### config.mk
export PLATFORM = sky130hd
export DESIGN_NAME = pio_port_ctrl
export DESIGN_NICKNAME = d
export VERILOG_FILES = /design/src/rtl/pio_pkg.sv /design/src/rtl/pio_ctrl_reg.sv /design/src/rtl/pio_out_latch.sv /design/src/rtl/pio_read_mux.sv /design/src/rtl/pio_port_ctrl.sv
export SDC_FILE = /design/constraint.sdc
export NUM_CORES = 1
export LEC_CHECK = 0
export BUFFER_PORTS_ARGS = -buffer_cell sky130_fd_sc_hd__buf_2
export CAP_MARGIN = 20
export CORE_MARGIN = 8
export CORE_UTILIZATION = 49
export DETAILED_ROUTE_END_ITERATION = 7
export PLACE_DENSITY = 0.85
export SYNTH_ARGS = -nofsm -noshare
export SYNTH_HDL_FRONTEND = slang
export SYNTH_HIERARCHICAL = 1
export SYNTH_SLANG_ARGS = --single-unit
### constraint.sdc
create_clock -name clk -period 3.5 [get_ports clk]
set_clock_uncertainty 0.1 [all_clocks]
set_input_delay 0.35 -clock clk [delete_from_list [all_inputs] [get_ports clk]]
set_output_delay 0.35 -clock clk [all_outputs]
set_load 0.03 [all_outputs]
### src/rtl/pio_pkg.sv
package pio_pkg;

  // group indices used for direction vectors
  localparam int GRP_N  = 4;
  localparam int GRP_A  = 0;
  localparam int GRP_B  = 1;
  localparam int GRP_CH = 2;
  localparam int GRP_CL = 3;

  // control byte bit positions (software-visible encoding)
  localparam int CB_TS  = 7;
  localparam int CB_A   = 4;
  localparam int CB_CH  = 3;
  localparam int CB_B   = 1;
  localparam int CB_CL  = 0;

  typedef enum logic [1:0] {
    REG_PA  = 2'd0,
    REG_PB  = 2'd1,
    REG_PC  = 2'd2,
    REG_CTL = 2'd3
  } pio_reg_e;

  // control byte -> per-group direction (1 = input)
  function automatic logic [GRP_N-1:0] ctl_to_dir(input logic [7:0] cb);
    logic [GRP_N-1:0] d;
    d[GRP_A]  = cb[CB_A];
    d[GRP_B]  = cb[CB_B];
    d[GRP_CH] = cb[CB_CH];
    d[GRP_CL] = cb[CB_CL];
    return d;
  endfunction

  // per-group direction + tristate latch -> control readback byte
  function automatic logic [7:0] dir_to_ctl(input logic [GRP_N-1:0] d, input logic ts);
    logic [7:0] cb;
    cb        = 8'h00;
    cb[CB_TS] = ts;
    cb[CB_A]  = d[GRP_A];
    cb[CB_B]  = d[GRP_B];
    cb[CB_CH] = d[GRP_CH];
    cb[CB_CL] = d[GRP_CL];
    return cb;
  endfunction

endpackage

### src/rtl/pio_ctrl_reg.sv
module pio_ctrl_reg
  import pio_pkg::*;
(
  input  logic             clk,
  input  logic             rst_n,
  input  logic             ctl_we,
  input  logic [7:0]       ctl_wdata,
  output logic [GRP_N-1:0] dir_in,
  output logic             tri_on,
  output logic             cfg_load
);

  // a configuring write: flag bit set
  assign cfg_load = ctl_we & ctl_wdata[CB_TS];

  always_ff @(posedge clk) begin
    if (!rst_n) begin
      dir_in <= '1;
      tri_on <= 1'b0;
    end else if (ctl_we) begin
      if (ctl_wdata[CB_TS]) begin
        dir_in <= ctl_to_dir(ctl_wdata);
        tri_on <= 1'b1;
      end else begin
        tri_on <= 1'b0;
      end
    end
  end

endmodule

### src/rtl/pio_out_latch.sv
module pio_out_latch #(
  parameter int W = 8
) (
  input  logic         clk,
  input  logic         rst_n,
  input  logic         clr,
  input  logic         we,
  input  logic [W-1:0] d,
  output logic [W-1:0] q
);

  always_ff @(posedge clk) begin
    if (!rst_n)   q <= '0;
    else if (clr) q <= '0;
    else if (we)  q <= d;
  end

endmodule

### src/rtl/pio_read_mux.sv
module pio_read_mux
  import pio_pkg::*;
#(
  parameter int PORT_W = 8
) (
  input  logic [1:0]          addr,
  input  logic [3*PORT_W-1:0] grp_rd,
  input  logic [7:0]          ctl_byte,
  output logic [PORT_W-1:0]   rdata
);

  always_comb begin
    rdata = '0;
    unique case (pio_reg_e'(addr))
      REG_PA:  rdata = grp_rd[0 +: PORT_W];
      REG_PB:  rdata = grp_rd[PORT_W +: PORT_W];
      REG_PC:  rdata = grp_rd[2*PORT_W +: PORT_W];
      REG_CTL: rdata[7:0] = ctl_byte;
      default: rdata = '0;
    endcase
  end

endmodule

### src/rtl/pio_port_ctrl.sv
module pio_port_ctrl
  import pio_pkg::*;
#(
  parameter int PORT_W = 8
) (
  input  logic                clk,
  input  logic                rst_n,
  input  logic [1:0]          bus_addr,
  input  logic                bus_wr,
  input  logic [PORT_W-1:0]   bus_wdata,
  output logic [PORT_W-1:0]   bus_rdata,
  input  logic [3*PORT_W-1:0] pin_in,
  output logic [3*PORT_W-1:0] pin_out,
  output logic [3*PORT_W-1:0] pin_oe
);

  localparam int HALF_W = PORT_W / 2;
  localparam int PIN_N  = 3 * PORT_W;

  logic [GRP_N-1:0] dir_in;
  logic             tri_on;
  logic             cfg_load;
  logic             ctl_we;
  logic [7:0]       ctl_byte;
  logic [PIN_N-1:0] grp_rd;

  assign ctl_we   = bus_wr && (pio_reg_e'(bus_addr) == REG_CTL);
  assign ctl_byte = dir_to_ctl(dir_in, tri_on);

  pio_ctrl_reg i_ctrl (
    .clk      (clk),
    .rst_n    (rst_n),
    .ctl_we   (ctl_we),
    .ctl_wdata(bus_wdata[7:0]),
    .dir_in   (dir_in),
    .tri_on   (tri_on),
    .cfg_load (cfg_load)
  );

  // one latch per group; width, pin offset, register and data slice per group
  for (genvar g = 0; g < GRP_N; g++) begin : g_grp
    localparam int GW = (g < 2) ? PORT_W : HALF_W;
    localparam int GO = (g == GRP_A)  ? 0 :
                        (g == GRP_B)  ? PORT_W :
                        (g == GRP_CH) ? 2*PORT_W + HALF_W : 2*PORT_W;
    localparam int DO = (g == GRP_CH) ? HALF_W : 0;
    localparam logic [1:0] RSEL = (g == GRP_A) ? 2'(REG_PA) :
                                  (g == GRP_B) ? 2'(REG_PB) : 2'(REG_PC);
    logic          we_g;
    logic [GW-1:0] q_g;

    assign we_g = bus_wr && (bus_addr == RSEL);

    pio_out_latch #(.W(GW)) i_latch (
      .clk  (clk),
      .rst_n(rst_n),
      .clr  (cfg_load),
      .we   (we_g),
      .d    (bus_wdata[DO +: GW]),
      .q    (q_g)
    );

    assign pin_out[GO +: GW] = q_g;
    assign pin_oe[GO +: GW]  = {GW{~dir_in[g] & ~tri_on}};
    assign grp_rd[GO +: GW]  = dir_in[g] ? pin_in[GO +: GW] : q_g;
  end

  pio_read_mux #(.PORT_W(PORT_W)) i_rmux (
    .addr    (bus_addr),
    .grp_rd  (grp_rd),
    .ctl_byte(ctl_byte),
    .rdata   (bus_rdata)
  );

endmodule

# Word-level counts from Yosys, hierarchy flattened
# Index checks and enable logic that the tools add are counted.
dict set report totals {
  register_bits 29
  out_inout_bits 56
  wordCells 33
}
dict set report classes {
  n_eq_ne 3
  muxes 6
  bitwise_logic 11
  reduce_logical 7
}
# operator count
set ops {}
lappend ops {{$pmux 8 s4} 1}
lappend ops {{$mux 8} 2}
lappend ops {{$mux 4} 2}
lappend ops {{$not 1->1} 6}
lappend ops {{$and 1x1->1} 5}
lappend ops {{$eq 2x2->1 const B} 2}
lappend ops {{$logic_and 1x1->1} 4}
lappend ops {{$eq 2x1->1 const B} 1}
lappend ops {{$logic_not 2->1} 1}
lappend ops {{$reduce_and 2->1} 1}
lappend ops {{$reduce_or 2->1} 1}
lappend ops {{$mux 1} 1}

# Depth between registers and ports, before layout
dict set report depth {
  ltp_word 4
  depth_mapped 6
  mapped_depth_nobuf 4
}

# Cells and area by module
# Netlist, hierarchy kept.
# mod instances cells_per_inst area_each_um2 seq_area_each_um2
set modules_own_cells {}
lappend modules_own_cells {{pio_out_latch (g_grp[0].i_latch ...)} 2 27 292.8 160.2}
lappend modules_own_cells {pio_port_ctrl 1 55 553.0 0.0}
lappend modules_own_cells {{pio_out_latch (g_grp[2].i_latch ...)} 2 14 146.4 80.1}
lappend modules_own_cells {pio_ctrl_reg 1 21 216.5 100.1}
lappend modules_own_cells {pio_read_mux 1 10 196.4 0.0}

# Worst setup path before layout
# Ideal clock, no wire load.
dict set report synth_path {
  kind {register to output}
  startpoint {register i_ctrl.dir_in[1]}
  endpoint {output pin_oe[10]}
  arrival_ns 1.376
  setup_slack_ns 1.674
  stages_incl_launch_ff 4
  path_cell_list {dfxtp_1 -> buf_6 -> nor2_1 -> buf_4}
}
dict set report synth_via {
  elab_chain_cells 2
}
# item line_no
set synth_lines {}
lappend synth_lines {{from (decl)} pio_ctrl_reg.sv:8} ;# output logic [GRP_N-1:0] dir_in,
lappend synth_lines {{from (signal assigned)} pio_ctrl_reg.sv:22} ;# dir_in <= ctl_to_dir(ctl_wdata);
lappend synth_lines {{$not 1->1} pio_port_ctrl.sv:64} ;# assign pin_oe[GO +: GW] = {GW{~dir_in[g] & ~tri_on}};
lappend synth_lines {{$and 1x1->1} pio_port_ctrl.sv:64}
lappend synth_lines {{to (decl)} pio_port_ctrl.sv:14} ;# output logic [3*PORT_W-1:0] pin_oe
# Every way passes these cells.

# Worst setup path after layout
dict set report layout_path {
  startpoint {register i_ctrl.dir_in[1]}
  endpoint {output bus_rdata[7]}
}
dict set report layout_via {
  elab_chain_cells 2
}
# item line_no
set layout_lines {}
lappend layout_lines {{$mux 8} pio_port_ctrl.sv:65} ;# assign grp_rd[GO +: GW] = dir_in[g] ? pin_in[GO +: GW] : q_g;
lappend layout_lines {{named net grp_rd[15]} pio_port_ctrl.sv:25} ;# logic [PIN_N-1:0] grp_rd;
lappend layout_lines {{$pmux 8 s4} pio_read_mux.sv:14} ;# unique case (pio_reg_e'(addr))
lappend layout_lines {{to (decl)} pio_port_ctrl.sv:11} ;# output logic [PORT_W-1:0] bus_rdata,
# The timed path passes the listed nets, and every way through them passes these cells.

==> out/qor.yml <==
status: "finished clean"
routed_wl_um: 4926
pwr-share-seq_pct: 42.9
min_to: "i_ctrl/dir_in[3]"
drv_slew: 0
grt_max_degree: 13
wl_met3_um: 492
fin_cells: 286
synth.distinct_cells: 21
synth_area_um2: 1844
cp_cell_sequence: "mux2_4 -> mux4_2 -> buf_2"
hp-class: "in2reg"
slew_headroom_pct: 38.27
p_int_mw: 0.5846
peakVddDrop_v: 0.0001953
dp_cells: 279
worstMarginPinSlew_ps: 921.9
fp.dieH_um: 77.35
required_ps: 3050
finalHoldViolations: 0
antenna_found_initial: 0
hold_start: "rst_n"
drive_above_1_share_pct: 57.14
slowest_delay_ps: 760
htreeDepth: 2
rows: 22
cp_max_fo: 11
ys_ff_latch: 29
cts_resized: 0
cts.sinks: 29
critical_path_buf_inv_count: 1
grt_pass1_wl_um: 7969
combPwrFrac_pct: 24.7
drv_cap: 0
cts_root_buf: "clkbuf_8"
ant_nets: 0
finalCritPeriodShare_pct: 70.64
dp_hpwl_um: 3758
power.leakage_nw: 1.164
p_switching_mw: 0.2432
r2r_slack_ps: 2290
final.min_clock_period_ps: 2472
start_kind: "flip-flop"
pin_count: 93
critPathSlowestCell: "dfxtp_1"
first_pass_iters: 4
p_per_area_nw_per_um2: 372.7
vias: 1460
rsz0062_at_grt: "false"
setup_violations: 0
cp.arrival_ps: 2020
utilization_pct: 61.12
cts_made_buffers: 5
r2r_cells: 2
grtUsageTotal_pct: 16.54
area_delta_synth_final_pct: 20.42
worst_r2r_endpoint: "i_ctrl/dir_in[1]"
max_freq_mhz: 404.5
final_area_um2: 2221
fill_cells: 326
clock_path_buffers: 2
io_buffer_count: 92
r2r-start: "i_ctrl/dir_in[1]"
clkPwrFrac_pct: 32.4
nets: 275
routed.top_layer: "met4"
avgSynthCellArea_um2: 10.98
die_area_um2: 5983
tns_ps: 0
start_util_pct: 50.76
worst_skew_pair.late_latency_ps: 270
first_global_vias: 1546
clkTransAtPathRegs_ps: 60
ys_seq_area_share_pct: 31.48
place_congestion: 0.7761
fin_ws_ps: 1028
min_path_cells: 2
place_area_um2: 2135
wl_per_cell_um: 17.22
ys_warn_count: 6
cts_hold_buf: 0
path_delay_family: "multiplexers"
drtIter0Drc: 41
p_sw_share_pct: 29.38
cts_setup_buffers: 0
holdWs_ps: 245.1
crit_type: "reg2out"
synthCells: 168
cts_tree: "done"
dp_worst_setup_slack_ps: 1310
drc: 0
gr-total-overflow: 0
wl_met1_um: 1965
end_kind: "output port"
die_w_um: 77.35
p_total_mw: 0.8277
dr_wl_met2_um: 2432
viasPerCell: 5.105
coreArea_um2: 3633
antenna_cells: 0
==> cells in the final DEF, fill, tap and decap left out <==
master / instances
dfxtp_1: 29
clkbuf_8: 6
and2_4: 1
o211ai_2: 3
mux4_2: 8
buf_2: 92
and3_1: 1
mux2_2: 8
o21a_1: 1
clkbuf_1: 1
nand3_1: 4
o211ai_1: 1
inv_1: 4
and3b_1: 2
nor3b_2: 1
and2b_2: 1
conb_1: 3
mux2_4: 16
nand2b_1: 4
nor2_1: 28
mux2i_1: 24
==> registers in the layout, summed over array words and instances (netlist names) <==
signal and cells:
g_grp.i_latch/q 24, i_ctrl/dir_in 4, i_ctrl/tri_on 1
==> power by group through the flow <==
stage	Sequential, mW	Clock (mW)	Combinational [mW]
after detailed placement	0.362	0	0.206
after global placement	0.362	0	0.203
after global routing	0.357	0.294	0.218
final	0.355	0.268	0.204
after CTS	0.355	0.272	0.206
after floorplan	0.374	0	0.142
==> per-layer routing <==
metal / vias to the layer above / GRT usage (%)
met4: 0 / 5.660
met5: - / 0
met2: 67 / 28.73
li1: 700 / -
met1: 691 / 17.05
met3: 2 / 7.949
==> how the worst max path moves through the flow <==
stage,from,to,slack (ps),cells past startpoint
finish,i_ctrl/dir_in[1],bus_rdata[7],1030,3
global route,i_ctrl/dir_in[0],bus_rdata[2],960,3
CTS,i_ctrl/dir_in[1],bus_rdata[7],1020,3
detailed placement,i_ctrl/dir_in[1],bus_rdata[6],1310,3
global placement,i_ctrl/dir_in[0],bus_rdata[7],1320,3
floorplan,i_ctrl/dir_in[1],pin_oe[10],1670,3
==> cell usage after synthesis, drive strengths merged <==
master	count	area share, %
and3	1	0.34
dfxtp	29	31
mux4	8	9.8
mux2i	24	13
nand3	4	1.1
o211ai	4	2.4
clkbuf	5	1.4
buf	26	12
nor3b	1	0.41
and2b	1	0.47
and3b	2	0.95
o21a	1	0.41
and2	1	0.47
conb	1	0.20
nor2	28	5.7
nand2b	4	1.4
inv	4	0.81
mux2	24	18
==> cell type report <==
type                       instances  area, um2  share of cell area (%)
multi-input combinational        106       1018                   45.86
sequential                        29      580.6                   26.14
timing repair buffer              92      460.4                   20.73
clock buffer                       7      86.33                   3.887
tap                               48      60.06                   2.704
inverter                           4      15.01                  0.6761
==> cell families (layout without fill, tap and decap cells) <==
family	Yosys count	after routing	share of synthesized area (%)
compound gates	5	5	2.850
other cells	1	3	0.2033
mux	56	56	40.71
simple gates	42	42	10.79
buf+inv	35	103	13.97
flops	29	29	31.48
Note: power is estimated with default switching activity, not from simulation.
